$ cat src/rtl/bus_write_issuer.sv
module bus_write_issuer #(
  parameter int W = 32
) (
  input  logic         clk,
  input  logic         rst_n,
  input  logic         mode_pipe,
  input  logic         req_valid,
  input  logic [W-1:0] req_addr,
  input  logic [W-1:0] req_data,
  output logic         req_ready,
  input  logic         wr_rdy_n,
  output logic         bus_valid_n,
  output logic [1:0]   bus_cmd,
  output logic [W-1:0] bus_ad
);

  localparam logic [1:0] CMD_IDLE = 2'b00;
  localparam logic [1:0] CMD_ADDR = 2'b10;
  localparam logic [1:0] CMD_DATA = 2'b01;

  typedef enum logic [1:0] {S_IDLE, S_ADDR, S_DATA} state_t;

  state_t state;
  logic   rdy_d1;
  logic   mode_q;
  logic   spare;

  wire rdy_now = !wr_rdy_n;
  wire start   = req_valid && rdy_d1 && (state != S_ADDR);
  wire accept  = (state == S_ADDR) && (rdy_now || (mode_q && spare));

  assign req_ready = accept;

  always_ff @(posedge clk) begin
    if (!rst_n) begin
      state       <= S_IDLE;
      rdy_d1      <= 1'b0;
      mode_q      <= 1'b0;
      spare       <= 1'b1;
      bus_valid_n <= 1'b1;
      bus_cmd     <= CMD_IDLE;
      bus_ad      <= '0;
    end else begin
      rdy_d1 <= rdy_now;
      if (state == S_IDLE)
        mode_q <= mode_pipe;
      if (state == S_ADDR) begin
        if (rdy_now)     spare <= 1'b1;
        else if (accept) spare <= 1'b0;
      end
      if (state == S_ADDR) begin
        state       <= S_DATA;
        bus_cmd     <= CMD_DATA;
        bus_ad      <= req_data;
        bus_valid_n <= 1'b0;
      end else if (start) begin
        state       <= S_ADDR;
        bus_cmd     <= CMD_ADDR;
        bus_ad      <= req_addr;
        bus_valid_n <= 1'b0;
      end else begin
        state       <= S_IDLE;
        bus_cmd     <= CMD_IDLE;
        bus_ad      <= '0;
        bus_valid_n <= 1'b1;
      end
    end
  end

  assert_data_follows_R2: assert property (@(posedge clk) disable iff (!rst_n)
    (bus_cmd == CMD_ADDR) |=> (bus_cmd == CMD_DATA && !bus_valid_n));

  assert_idle_strobe_R2: assert property (@(posedge clk) disable iff (!rst_n)
    (bus_cmd == CMD_IDLE) |-> bus_valid_n);

  assert_ready_history_R4: assert property (@(posedge clk) disable iff (!rst_n)
    (bus_cmd == CMD_ADDR) |-> $past(!wr_rdy_n, 2));

  assert_ack_phase_R5: assert property (@(posedge clk) disable iff (!rst_n)
    req_ready |-> (bus_cmd == CMD_ADDR && !bus_valid_n));

  assert_reissue_gate_R6: assert property (@(posedge clk) disable iff (!rst_n)
    (req_ready && !mode_q) |-> !wr_rdy_n);

  assert_extra_only_piped_R7: assert property (@(posedge clk) disable iff (!rst_n)
    (req_ready && wr_rdy_n) |-> mode_q);

  assert_mode_hold_R8: assert property (@(posedge clk) disable iff (!rst_n)
    (bus_cmd != CMD_IDLE) |=> $stable(mode_q));

endmodule

$ cat config.mk
export PLATFORM = sky130hd
export DESIGN_NAME = bus_write_issuer
export DESIGN_NICKNAME = d
export VERILOG_FILES = /design/src/rtl/bus_write_issuer.sv
export SDC_FILE = /design/constraint.sdc
export NUM_CORES = 1
export LEC_CHECK = 0
export CAP_MARGIN = 20
export CORE_ASPECT_RATIO = 1.75
export CORE_UTILIZATION = 34
export CTS_CLUSTER_SIZE = 40
export DETAILED_ROUTE_END_ITERATION = 7
export PLACE_DENSITY = 0.83
export SLEW_MARGIN = 20
export SYNTH_ARGS = -nofsm -noshare
export SYNTH_HDL_FRONTEND = slang
export SYNTH_SLANG_ARGS = --single-unit
$ cat constraint.sdc
create_clock -name clk -period 3.3 [get_ports clk]
set_input_delay 0.66 -clock clk [delete_from_list [all_inputs] [get_ports clk]]
set_output_delay 0.66 -clock clk [all_outputs]
set_load 0.005 [all_outputs]
==> flow_summary.html, run 1 <==
<table>
<tr><th>Metric</th><th>Value</th></tr>
<tr><th colspan="2">Die</th></tr>
<tr><td>Floorplan die height</td><td>~83 µm</td></tr>
<tr><td>Number of placed I/O pins</td><td>105</td></tr>
<tr><td>Floorplan die area</td><td>about 4000 µm²</td></tr>
<tr><td>Width of the die</td><td>between 40 and 50 µm</td></tr>
<tr><td>Initial Utilization</td><td>a little over a third</td></tr>
<tr><td>Total core area</td><td>3630 µm²</td></tr>
<tr><td>Site row count</td><td>29</td></tr>
<tr><th colspan="2">Placement</th></tr>
<tr><td>Placer Congestion</td><td>around 0.7</td></tr>
<tr><td>Worst slack, placed</td><td>between 800 and 900 ps</td></tr>
<tr><td>Number of buffer cells added on primary ports</td><td>about 100</td></tr>
<tr><td>Placed cell count</td><td>237</td></tr>
<tr><td>Detailed placer's ending HPWL</td><td>between 3000 and 4000 µm</td></tr>
<tr><th colspan="2">Pwr</th></tr>
<tr><td>Cell leakage power</td><td>roughly 0.87 nW</td></tr>
<tr><td>Power density over the cells</td><td>about 380 nW/µm²</td></tr>
<tr><td>Peak supply drop</td><td>approximately 0.27 mV</td></tr>
<tr><th colspan="2">Yosys</th></tr>
<tr><td>Number of instances in the synthesized netlist</td><td>96</td></tr>
<tr><td>Fraction of synthesized cell area taken by the top area cell type</td><td>just under 60%</td></tr>
<tr><td>Syn. warnings</td><td>0</td></tr>
<tr><td>Synthesis-stage register bit count</td><td>38</td></tr>
<tr><td>Most area-consuming cells after synthesis</td><td>dfxtp_1, a32o_1, buf_6</td></tr>
<tr><td>Cell type with the highest aggregate area in the netlist</td><td>dfxtp_1</td></tr>
<tr><td>Proportion of synthesized chip area in sequential cells</td><td>a little under 60%</td></tr>
<tr><td>Synthesized Nets</td><td>approximately 170</td></tr>
<tr><td>Combined area of all synthesized cells</td><td>between 1000 and 1500 µm²</td></tr>
<tr><td>Mean instance size in the synthesized netlist</td><td>between 10 and 15 µm²</td></tr>
<tr><td>Count of cell types in the netlist</td><td>17</td></tr>
<tr><th colspan="2">Clock tree</th></tr>
<tr><td>TritonCTS Buffers</td><td>5</td></tr>
<tr><td>Maximum clock insertion buffer count</td><td>2</td></tr>
<tr><td>Number of hold buffers added after cts</td><td>0</td></tr>
<tr><td>Clk_lat worst skew</td><td>roughly 280 ps</td></tr>
<tr><td>Num Clock Sinks</td><td>38</td></tr>
<tr><td>Clock root buffer master</td><td>clkbuf_8</td></tr>
<tr><td># Post-CTS Setup Buffers</td><td>0</td></tr>
<tr><td>Post-cts sizing count</td><td>0</td></tr>
<tr><td>CTS tree</td><td>yes</td></tr>
<tr><td>Clock Pin Slew Worst Setup and Hold Paths</td><td>around 70 ps</td></tr>
<tr><td>CTS H-tree lvls</td><td>2</td></tr>
<tr><th colspan="2">STA</th></tr>
<tr><td>Clock tree skew after final layout</td><td>3.05 ps</td></tr>
<tr><td>RSZ-0062 raised after global routing</td><td>false</td></tr>
<tr><td>Fin. max-slew vios</td><td>0</td></tr>
<tr><td>Tightest Pin Transition</td><td>626 ps</td></tr>
<tr><td>Final Setup Violations</td><td>0</td></tr>
<tr><td>Count of endpoints failing hold in the final timing report</td><td>0</td></tr>
<tr><td>Setup_tns</td><td>0 ps</td></tr>
<tr><td>Setup WS post-layout</td><td>a little under 900 ps</td></tr>
<tr><td>Peak Freq</td><td>between 0.4 and 0.5 GHz</td></tr>
<tr><td>Worst max-slew margin expressed relative to the limit</td><td>about 58%</td></tr>
<tr><td>Share of the clock period used by the worst path</td><td>roughly three quarters</td></tr>
<tr><td>Min Tclk post-route</td><td>roughly 2400 ps</td></tr>
<tr><th colspan="2">Final layout</th></tr>
<tr><td>Share of cells above drive strength 1</td><td>approximately 5.6%</td></tr>
<tr><td>Final-stage net count</td><td>approximately 270</td></tr>
<tr><td>Area of all sequential standard cells</td><td>761 µm²</td></tr>
<tr><td>Fill cell instance count of the final layout</td><td>around 280</td></tr>
<tr><td>Final standard cell count with taps included and fillers excluded</td><td>~240</td></tr>
<tr><td>N_diodes</td><td>0</td></tr>
<tr><td>Post-layout util</td><td>65.3%</td></tr>
<tr><td>Multi-input combinational cell area</td><td>405 µm²</td></tr>
<tr><td>Synth-to-layout area growth</td><td>83.7%</td></tr>
<tr><th colspan="2">Worst setup path</th></tr>
<tr><td>R2R setup slack</td><td>around 1800 ps</td></tr>
<tr><td>Startpoint of the worst register-to-register path</td><td>bus_cmd[1]</td></tr>
<tr><td>Slowest stage cell, crit path</td><td>clkdlybuf4s50_1</td></tr>
<tr><td>Kind of critical path</td><td>input port to primary output</td></tr>
<tr><td>Gate family responsible for the most delay along the worst path</td><td>buffers and inverters</td></tr>
<tr><td>CP bufs+invs</td><td>2</td></tr>
<tr><td>Endpoint arrival time on the critical path</td><td>around 1800 ps</td></tr>
<tr><td>Most used cell, CP</td><td>clkdlybuf4s50_1</td></tr>
<tr><td>Stages on the worst setup path</td><td>3</td></tr>
<tr><td>Data required time of the worst path</td><td>about 2600 ps</td></tr>
<tr><td>Delay of the slowest cell on the worst path</td><td>520 ps</td></tr>
<tr><td>Worst-path fanout max</td><td>3</td></tr>
<tr><td>R2r worst-path depth</td><td>3</td></tr>
<tr><td>Worst setup SP type</td><td>input port</td></tr>
<tr><td>Crit path cell chain</td><td>clkdlybuf4s50_1, a21oi_1, clkdlybuf4s50_1</td></tr>
<tr><td>Critical path endpoint category</td><td>primary output</td></tr>
<tr><td>Worst setup path startpoint</td><td>wr_rdy_n</td></tr>
<tr><th colspan="2">Routing</th></tr>
<tr><td>DR WL met2</td><td>a little under 2000 µm</td></tr>
<tr><td>Post-detailed-route count of antenna-violating nets</td><td>0</td></tr>
<tr><td>Routed wl met3</td><td>slightly below 400 µm</td></tr>
<tr><td>Routed via count divided by cell count</td><td>~5.1</td></tr>
<tr><td>Number of iterations in the first detailed-routing pass</td><td>4</td></tr>
<tr><td>Remaining routing DRC violations</td><td>0</td></tr>
<tr><td>Starting DRT DRC Count</td><td>26</td></tr>
<tr><td>Routed via count</td><td>~1200</td></tr>
<tr><td>Top metal layer carrying routed signals</td><td>met4</td></tr>
<tr><td>Total Wirelength</td><td>about 4000 µm</td></tr>
<tr><td>Wire length on met1</td><td>1590 µm</td></tr>
<tr><td>Average wire per cell in the routed design</td><td>~16 µm</td></tr>
<tr><th colspan="2">Min path</th></tr>
<tr><td>Startpoint of the most critical hold path</td><td>spare</td></tr>
<tr><td>Hold Path Class</td><td>flop to flop</td></tr>
<tr><td>Depth of the worst hold-timing path</td><td>2</td></tr>
<tr><th colspan="2">Outcome</th></tr>
<tr><td>Run status</td><td>finished, final reports clean</td></tr>
<tr><th colspan="2">Global route</th></tr>
<tr><td>Largest net degree at the start of global routing</td><td>35</td></tr>
<tr><td>Global-route wire length before repair</td><td>between 6000 and 7000 µm</td></tr>
<tr><td>GR Util All Layers</td><td>a little over a fifth</td></tr>
<tr><td>Overflow left after global routing</td><td>0</td></tr>
<tr><td>Number of antenna violations at the first check in global routing</td><td>0</td></tr>
<tr><td>Number of global-route vias before repair</td><td>around 1300</td></tr>
<tr><th colspan="2">Flow run</th></tr>
<tr><td>Max cap viols</td><td>0</td></tr>
</table>
-- tightest hold or removal path: stages (launching register included) --
cell	delay, ps
dfxtp_1	310
inv_1	50
o221ai_1	90
-- worst paths after layout --
kind	to
max	req_ready
max reg2reg	bus_ad[6]
min reg2reg	spare
min	spare
-- report_power, final --
group / switching (mW) / total, mW / internal (mW)
Clock: 0.147 / 0.288 / 0.141
Sequential: 0.00415 / 0.475 / 0.471
Combinational: 0.0313 / 0.130 / 0.0990
Total: 0.182 / 0.894 / 0.712
-- layout make-up --
type                            instances  area share (%)
Tap cell                               46            2.43
Sequential cell                        38            32.1
Timing Repair Buffer                  107            44.9
Multi-Input combinational cell         45            17.1
Clock inverter                          2           0.422
Clock buffer                            5            2.90
Inverter                                1           0.158
-- metrics by stage --
step,total power [mW],instance area [µm²],hold slack [ps]
floorplan,0.511,1290,466
global placement,0.613,2290,477
detailed placement,0.616,2290,502
CTS,0.906,2370,515
global route,0.940,2370,537
finish,0.894,2370,507
-- layout by cell type, fill, tap and decap left out, types with 2 or more instances in the layout --
| master | count |
|---|---|
| a32o_1 | 32 |
| and3b_1 | 2 |
| buf_4 | 3 |
| clkbuf_8 | 5 |
| clkdlybuf4s50_1 | 104 |
| clkinv_2 | 2 |
| dfxtp_1 | 38 |
-- cells in the mapped netlist, drive strengths merged --
cell,n
a21boi,1
dfxtp,38
o221ai,1
and3,1
buf,12
inv,1
nor2b,1
a21oi,1
or3b,1
o21ai,1
and2,1
and3b,2
nand2,1
nand2b,1
nor2,1
a32o,32
-- logic make-up (layout without fill, tap and decap cells) --
logic type | Yosys count | count (layout) | share of synthesized area [%]
AOI/OAI and AO/OA | 36 | 36 | 26.9
and+or+nand+nor | 9 | 9 | 4.56
DFF | 38 | 38 | 59.0
buffers and inverters | 13 | 115 | 9.60
-- flip-flops by register name (all words and copies together), names as in the netlist --
name,count
bus_ad,32
bus_cmd,2
bus_valid_n,1
mode_q,1
rdy_d1,1
spare,1
-- metal layers --
metal | global-route usage, % | up-vias
li1 | - | 586
met1 | 23.8 | 556
met2 | 35.0 | 86
met3 | 8.74 | 11
met4 | 9.36 | 0
met5 | 0 | -
No activity file was read; power rests on OpenSTA's default activity.
==> inputs of run 2 (changes only) <==
CORE_UTILIZATION = 29   (was 34)
PLACE_DENSITY = 0.76   (was 0.83)
clock period = 2.2 ns   (was 3.3 ns; I/O delays follow)
==> run 2 against run 1 <==
  * Largest cell class unchanged
  * Largest power group unchanged
  * Sequential share of layout area fell by 0.47 points
  * First-iteration DRC count decreased by 12%
  * Clock skew grew 3.0 ps
  * Clock-buffer cell count increased by 1
  * Critical path type unchanged
  * Register-to-register slack got worse by 790 ps
  * Clock power increased by 68%
  * Setup slack lost 640 ps
  * Critical path depth stayed put
  * Die area is 17% higher
  * Flip-flop and latch count stayed put
  * Non-clock buffer count grew 2
  * Critical endpoint unchanged
  * Routed wire length fell by 3.3%
==> flow_summary.html, run 2 (synthesized netlist as in run 1, its figures left out) <==
<table>
<tr><th>Metric</th><th>Value</th></tr>
<tr><th colspan="2">Final layout</th></tr>
<tr><td>Synth-to-layout area growth</td><td>86.4%</td></tr>
<tr><td>Area of all sequential standard cells</td><td>761 µm²</td></tr>
<tr><td>Fill cell instance count of the final layout</td><td>~380</td></tr>
<tr><td>Register bank with the most flops</td><td>bus_ad</td></tr>
<tr><td>Final-stage net count</td><td>around 270</td></tr>
<tr><td>N_diodes</td><td>0</td></tr>
<tr><td>Largest register FFs</td><td>32</td></tr>
<tr><td>Multi-input combinational cell area</td><td>~410 µm²</td></tr>
<tr><td>Leading cell type in the layout, fill and taps excluded</td><td>clkdlybuf4s50_1</td></tr>
<tr><td>Share of cells above drive strength 1</td><td>about 7.0%</td></tr>
<tr><td>Biggest regs</td><td>bus_ad (32), bus_cmd (2)</td></tr>
<tr><td>Most frequent cells in the layout</td><td>clkdlybuf4s50_1, dfxtp_1, a32o_1, clkbuf_8, buf_4</td></tr>
<tr><th colspan="2">STA</th></tr>
<tr><td>Worst max-slew margin expressed relative to the limit</td><td>about three quarters</td></tr>
<tr><td>RSZ-0062 raised after global routing</td><td>false</td></tr>
<tr><td>Min Tclk post-route</td><td>just under 2000 ps</td></tr>
<tr><td>Tightest Pin Transition</td><td>~380 ps</td></tr>
<tr><td>Share of the clock period used by the worst path</td><td>around nine tenths</td></tr>
<tr><td>Clock tree skew after final layout</td><td>just over 6 ps</td></tr>
<tr><td>Setup_tns</td><td>0 ps</td></tr>
<tr><td>Peak Freq</td><td>between 0.5 and 0.6 GHz</td></tr>
<tr><td>Fin. max-slew vios</td><td>0</td></tr>
<tr><td>Final Setup Violations</td><td>0</td></tr>
<tr><td>Count of endpoints failing hold in the final timing report</td><td>0</td></tr>
<tr><th colspan="2">Die</th></tr>
<tr><td>Site row count</td><td>31</td></tr>
<tr><td>Number of placed I/O pins</td><td>between 100 and 150</td></tr>
<tr><td>Width of the die</td><td>about 52 µm</td></tr>
<tr><td>Floorplan die area</td><td>around 4700 µm²</td></tr>
<tr><td>Total core area</td><td>around 4200 µm²</td></tr>
<tr><td>Initial Utilization</td><td>between 30% and 40%</td></tr>
<tr><td>Floorplan die height</td><td>90.2 µm</td></tr>
<tr><th colspan="2">Worst setup path</th></tr>
<tr><td>Worst-path fanout max</td><td>3</td></tr>
<tr><td>Data required time of the worst path</td><td>about 1800 ps</td></tr>
<tr><td>Worst setup path startpoint</td><td>wr_rdy_n</td></tr>
<tr><td>R2r worst-path depth</td><td>3</td></tr>
<tr><td>Delay of the slowest cell on the worst path</td><td>a little over 500 ps</td></tr>
<tr><td>Kind of critical path</td><td>input port to primary output</td></tr>
<tr><td>Startpoint of the worst register-to-register path</td><td>bus_cmd[0]</td></tr>
<tr><td>Worst setup SP type</td><td>input port</td></tr>
<tr><td>Slowest stage cell, crit path</td><td>clkdlybuf4s50_1</td></tr>
<tr><td>Critical path endpoint category</td><td>primary output</td></tr>
<tr><td>Crit path cell chain</td><td>clkdlybuf4s50_1, a21oi_1, clkdlybuf4s50_1</td></tr>
<tr><td>Most used cell, CP</td><td>clkdlybuf4s50_1</td></tr>
<tr><td>Endpoint arrival time on the critical path</td><td>1540 ps</td></tr>
<tr><th colspan="2">Global route</th></tr>
<tr><td>Overflow left after global routing</td><td>0</td></tr>
<tr><td>Met3 usage in global routing</td><td>6.09%</td></tr>
<tr><td>GRT met1 Usage</td><td>18.2%</td></tr>
<tr><td>GR Util All Layers</td><td>between 15 and 20%</td></tr>
<tr><td>Largest net degree at the start of global routing</td><td>35</td></tr>
<tr><td>Number of antenna violations at the first check in global routing</td><td>0</td></tr>
<tr><td>Global-route wire length before repair</td><td>around 6000 µm</td></tr>
<tr><td>Number of global-route vias before repair</td><td>between 1000 and 1500</td></tr>
<tr><td>Global routing usage on met2</td><td>roughly 28%</td></tr>
<tr><td>Routing layer with the top usage in global route</td><td>met2</td></tr>
<tr><th colspan="2">Routing</th></tr>
<tr><td>Average wire per cell in the routed design</td><td>between 15 and 20 µm</td></tr>
<tr><td>Post-detailed-route count of antenna-violating nets</td><td>0</td></tr>
<tr><td>Routed via count divided by cell count</td><td>4.99</td></tr>
<tr><td>Routed via count</td><td>1247</td></tr>
<tr><td>Total Wirelength</td><td>approximately 3900 µm</td></tr>
<tr><td>Number of iterations in the first detailed-routing pass</td><td>4</td></tr>
<tr><td>Starting DRT DRC Count</td><td>23</td></tr>
<tr><td>Remaining routing DRC violations</td><td>0</td></tr>
<tr><th colspan="2">Clock tree</th></tr>
<tr><td>Clk_lat worst skew</td><td>approximately 280 ps</td></tr>
<tr><td>Post-cts sizing count</td><td>0</td></tr>
<tr><td>Clock Pin Slew Worst Setup and Hold Paths</td><td>roughly 70 ps</td></tr>
<tr><td>Number of hold buffers added after cts</td><td>0</td></tr>
<tr><td>Num Clock Sinks</td><td>38</td></tr>
<tr><td>CTS tree</td><td>yes</td></tr>
<tr><td>TritonCTS Buffers</td><td>5</td></tr>
<tr><td># Post-CTS Setup Buffers</td><td>0</td></tr>
<tr><td>Maximum clock insertion buffer count</td><td>2</td></tr>
<tr><td>CTS H-tree lvls</td><td>2</td></tr>
<tr><td>Clock root buffer master</td><td>clkbuf_8</td></tr>
<tr><th colspan="2">Placement</th></tr>
<tr><td>Detailed placer's ending HPWL</td><td>2800 µm</td></tr>
<tr><td>Number of buffer cells added on primary ports</td><td>between 100 and 150</td></tr>
<tr><td>Placer Congestion</td><td>0.777</td></tr>
<tr><th colspan="2">Pwr</th></tr>
<tr><td>Power density over the cells</td><td>579 nW/µm²</td></tr>
<tr><td>Total design power</td><td>about 1.4 mW</td></tr>
<tr><td>Cell leakage power</td><td>just under 0.9 nW</td></tr>
<tr><td>Peak supply drop</td><td>0.483 mV</td></tr>
<tr><th colspan="2">Min path</th></tr>
<tr><td>Hold Path Class</td><td>flop to flop</td></tr>
<tr><td>Depth of the worst hold-timing path</td><td>2</td></tr>
<tr><td>Startpoint of the most critical hold path</td><td>spare</td></tr>
<tr><th colspan="2">Outcome</th></tr>
<tr><td>Run status</td><td>finished, final reports clean</td></tr>
<tr><th colspan="2">Flow run</th></tr>
<tr><td>Max cap viols</td><td>0</td></tr>
</table>
[run 2: cell types whose count changed in the layout (fill, tap and decap cells not counted), sizes merged]
cell	delta
clkbuf	+1
clkinv	-1
buf	+2
clkinvlp	+1
[run 2: cell type report]
class                           count  share of cell area [%]
Timing Repair Buffer              109                    44.8
Inverter                            1                   0.156
Multi-Input combinational cell     45                    16.9
Sequential cell                    38                    31.6
Clock buffer                        6                    3.43
Clock inverter                      2                   0.520
Tap cell                           49                    2.55
[run 2: power breakdown]
group          leakage, nW  switching (mW)  internal [mW]  total [mW]
combinational        0.530          0.0458          0.149       0.195
sequential           0.309         0.00563          0.706       0.712
clock               0.0472           0.233          0.252       0.485
total                0.886           0.285           1.11        1.39
[run 2: critical path, delay by kind of cell]
kind	cells	cell delay, ps
AOI/OAI and AO/OA	1	140
buffers and inverters	2	960
[run 2: per-stage QoR]
step,hold slack [ps],setup slack [ps],cell area (µm²),cells,util (%)
after global placement,482,245,2310,242,55.1
final,508,221,2400,250,57.4
after floorplan,466,873,1290,96,-
after detailed placement,499,235,2310,242,55.1
after CTS,513,223,2400,250,57.4
after global routing,547,170,2400,250,57.4
[run 2: layer usage]
metal	share of wire (%)	wire, µm
met1	37	1450
met5	0	0
met2	49	1890
met3	11	425
met4	2.7	104
[run 2: path summary, 6_finish.rpt]
path                              endpoint  slack (ps)
worst max-delay path             req_ready         220
worst max register to register  bus_ad[18]         970
worst min-delay path                 spare         510
worst min register to register       spare         510
==> inputs of run 3 (changes only) <==
CORE_UTILIZATION = 34   (was 29)
PLACE_DENSITY = 0.83   (was 0.76)
clock period = 2.4 ns   (was 2.2 ns; I/O delays follow)
==> run 3 against run 2 <==
  * Global-route usage is 4.4 points higher
  * First-iteration DRC count is 35% higher
  * Core utilization is 8.5 points higher
  * Flip-flop and latch count stayed put
  * Power is 8.8% lower
  * Register-to-register slack better by 230 ps
  * Combinational power is 8% lower
  * Critical path type unchanged
  * Largest cell class unchanged
==> flow_summary.html, run 3 (synthesized netlist as in run 1, its figures left out) <==
<table>
<tr><th>Metric</th><th>Value</th></tr>
<tr><th colspan="2">Pwr</th></tr>
<tr><td>Clk pwr share</td><td>between 30% and 40%</td></tr>
<tr><td>Cell-internal power</td><td>just over 1 mW</td></tr>
<tr><td>Sw frac</td><td>approximately 20%</td></tr>
<tr><td>Cell leakage power</td><td>0.882 nW</td></tr>
<tr><td>Power density over the cells</td><td>531 nW/µm²</td></tr>
<tr><td>Gate power share</td><td>about 14%</td></tr>
<tr><td>Total net switching power</td><td>between 200 and 300 µW</td></tr>
<tr><td>Peak supply drop</td><td>between 0.4 and 0.5 mV</td></tr>
<tr><td>Sequential cell fraction of total power</td><td>about half</td></tr>
<tr><td>Total design power</td><td>about 1.3 mW</td></tr>
<tr><th colspan="2">Final layout</th></tr>
<tr><td>Share of cells above drive strength 1</td><td>around 6.0%</td></tr>
<tr><td>Final-stage net count</td><td>268</td></tr>
<tr><td>Most frequent cells in the layout</td><td>clkdlybuf4s50_1, dfxtp_1, a32o_1, clkbuf_8, buf_4</td></tr>
<tr><td>Fill cell instance count of the final layout</td><td>between 200 and 300</td></tr>
<tr><td>Finished layout cell area</td><td>approximately 2400 µm²</td></tr>
<tr><td>Register bank with the most flops</td><td>bus_ad</td></tr>
<tr><td>Post-layout util</td><td>65.9%</td></tr>
<tr><td>Leading cell type in the layout, fill and taps excluded</td><td>clkdlybuf4s50_1</td></tr>
<tr><td>Final standard cell count with taps included and fillers excluded</td><td>approximately 250</td></tr>
<tr><td>N_diodes</td><td>0</td></tr>
<tr><td>Synth-to-layout area growth</td><td>85.3%</td></tr>
<tr><td>Largest register FFs</td><td>32</td></tr>
<tr><td>Biggest regs</td><td>bus_ad (32), bus_cmd (2)</td></tr>
<tr><th colspan="2">Placement</th></tr>
<tr><td>Detailed placer's ending HPWL</td><td>about 2900 µm</td></tr>
<tr><td>Placer Congestion</td><td>about 0.68</td></tr>
<tr><td>Placed cell count</td><td>238</td></tr>
<tr><td>Worst slack, placed</td><td>342 ps</td></tr>
<tr><td>Number of buffer cells added on primary ports</td><td>~100</td></tr>
<tr><td>Placed inst area</td><td>roughly 2300 µm²</td></tr>
<tr><th colspan="2">Routing</th></tr>
<tr><td>Total Wirelength</td><td>about 4000 µm</td></tr>
<tr><td>Post-detailed-route count of antenna-violating nets</td><td>0</td></tr>
<tr><td>Routed via count</td><td>approximately 1300</td></tr>
<tr><td>Routed via count divided by cell count</td><td>5.09</td></tr>
<tr><td>Remaining routing DRC violations</td><td>0</td></tr>
<tr><td>Number of iterations in the first detailed-routing pass</td><td>4</td></tr>
<tr><td>Average wire per cell in the routed design</td><td>16.3 µm</td></tr>
<tr><td>Starting DRT DRC Count</td><td>31</td></tr>
<tr><th colspan="2">Outcome</th></tr>
<tr><td>Run status</td><td>finished, final reports clean</td></tr>
<tr><th colspan="2">Worst setup path</th></tr>
<tr><td>Kind of critical path</td><td>input port to primary output</td></tr>
<tr><td>Endpoint arrival time on the critical path</td><td>approximately 1600 ps</td></tr>
<tr><td>Data required time of the worst path</td><td>between 1500 and 2000 ps</td></tr>
<tr><td>Worst setup SP type</td><td>input port</td></tr>
<tr><td>Critical path endpoint category</td><td>primary output</td></tr>
<tr><td>Worst-path fanout max</td><td>3</td></tr>
<tr><th colspan="2">Clock tree</th></tr>
<tr><td>Maximum clock insertion buffer count</td><td>2</td></tr>
<tr><td>Number of hold buffers added after cts</td><td>0</td></tr>
<tr><td># Post-CTS Setup Buffers</td><td>0</td></tr>
<tr><td>Clk_lat worst skew</td><td>~280 ps</td></tr>
<tr><td>Post-cts sizing count</td><td>0</td></tr>
<tr><td>CTS tree</td><td>yes</td></tr>
<tr><td>CTS H-tree lvls</td><td>2</td></tr>
<tr><td>Clock root buffer master</td><td>clkbuf_8</td></tr>
<tr><td>Clock Pin Slew Worst Setup and Hold Paths</td><td>about 70 ps</td></tr>
<tr><td>TritonCTS Buffers</td><td>5</td></tr>
<tr><td>Num Clock Sinks</td><td>38</td></tr>
<tr><th colspan="2">Die</th></tr>
<tr><td>Width of the die</td><td>48.6 µm</td></tr>
<tr><td>Floorplan die height</td><td>about 83 µm</td></tr>
<tr><td>Total core area</td><td>about 3600 µm²</td></tr>
<tr><td>Site row count</td><td>29</td></tr>
<tr><td>Initial Utilization</td><td>between 30% and 40%</td></tr>
<tr><td>Floorplan die area</td><td>4050 µm²</td></tr>
<tr><td>Number of placed I/O pins</td><td>about 110</td></tr>
<tr><th colspan="2">STA</th></tr>
<tr><td>Share of the clock period used by the worst path</td><td>a little under nine tenths</td></tr>
<tr><td>Final Setup Violations</td><td>0</td></tr>
<tr><td>Fin. max-slew vios</td><td>0</td></tr>
<tr><td>Setup_tns</td><td>0 ps</td></tr>
<tr><td>Min Tclk post-route</td><td>2070 ps</td></tr>
<tr><td>Peak Freq</td><td>0.484 GHz</td></tr>
<tr><td>Worst max-slew margin expressed relative to the limit</td><td>around three quarters</td></tr>
<tr><td>Clock tree skew after final layout</td><td>3.05 ps</td></tr>
<tr><td>Count of endpoints failing hold in the final timing report</td><td>0</td></tr>
<tr><td>RSZ-0062 raised after global routing</td><td>false</td></tr>
<tr><td>Worst hold margin</td><td>509 ps</td></tr>
<tr><td>Tightest Pin Transition</td><td>357 ps</td></tr>
<tr><td>Setup WS post-layout</td><td>roughly 330 ps</td></tr>
<tr><th colspan="2">Global route</th></tr>
<tr><td>Global-route wire length before repair</td><td>approximately 6500 µm</td></tr>
<tr><td>Largest net degree at the start of global routing</td><td>35</td></tr>
<tr><td>Number of global-route vias before repair</td><td>~1300</td></tr>
<tr><td>Overflow left after global routing</td><td>0</td></tr>
<tr><td>Number of antenna violations at the first check in global routing</td><td>0</td></tr>
<tr><td>GR Util All Layers</td><td>roughly a fifth</td></tr>
<tr><th colspan="2">Min path</th></tr>
<tr><td>Hold Path Class</td><td>flop to flop</td></tr>
<tr><th colspan="2">Flow run</th></tr>
<tr><td>Max cap viols</td><td>0</td></tr>
</table>
run 3: cell count changes in the layout (fill, tap and decap cells not counted):
cell	delta
clkinvlp_4	-1
clkbuf_1	+1
buf_4	-1
run 3: power by group through the flow:
stage | logic [mW] | clock network [mW] | registers, mW
2_1_floorplan | 0.0333 | 0 | 0.669
3_3_place_gp | 0.176 | 0 | 0.667
3_5_place_dp | 0.178 | 0 | 0.668
4_1_cts | 0.180 | 0.455 | 0.654
5_1_grt | 0.190 | 0.485 | 0.655
6_report | 0.179 | 0.437 | 0.654
run 3: layout make-up:
class,count,area [µm²],share of cell area [%]
Timing Repair Buffer,108,1070,44.8
Sequential cell,38,761,31.8
Multi-Input combinational cell,45,405,17.0
Clock buffer,7,86.3,3.61
Tap cell,46,57.6,2.41
Clock inverter,1,5.00,0.209
Inverter,1,3.75,0.157
run 3: final timing paths:
path | start | to | slack (ps) | cells past startpoint
setup reg to reg | bus_cmd[0] | bus_ad[23] | 1200 | 3
hold / removal | mode_q | mode_q | 510 | 2
hold reg to reg | mode_q | mode_q | 510 | 2
setup / recovery | wr_rdy_n | req_ready | 330 | 3
run 3: layer usage:
layer	vias up	wire length, µm	GRT usage (%)
met2	94	1960	36.2
met3	6	407	8.20
met1	567	1570	23.9
met5	-	0	0
li1	586	-	-
met4	0	58	7.22
run 3: worst max-delay path: stages:
cell	delay (ps)
clkdlybuf4s50_1	440
a21oi_1	150
clkdlybuf4s50_1	520
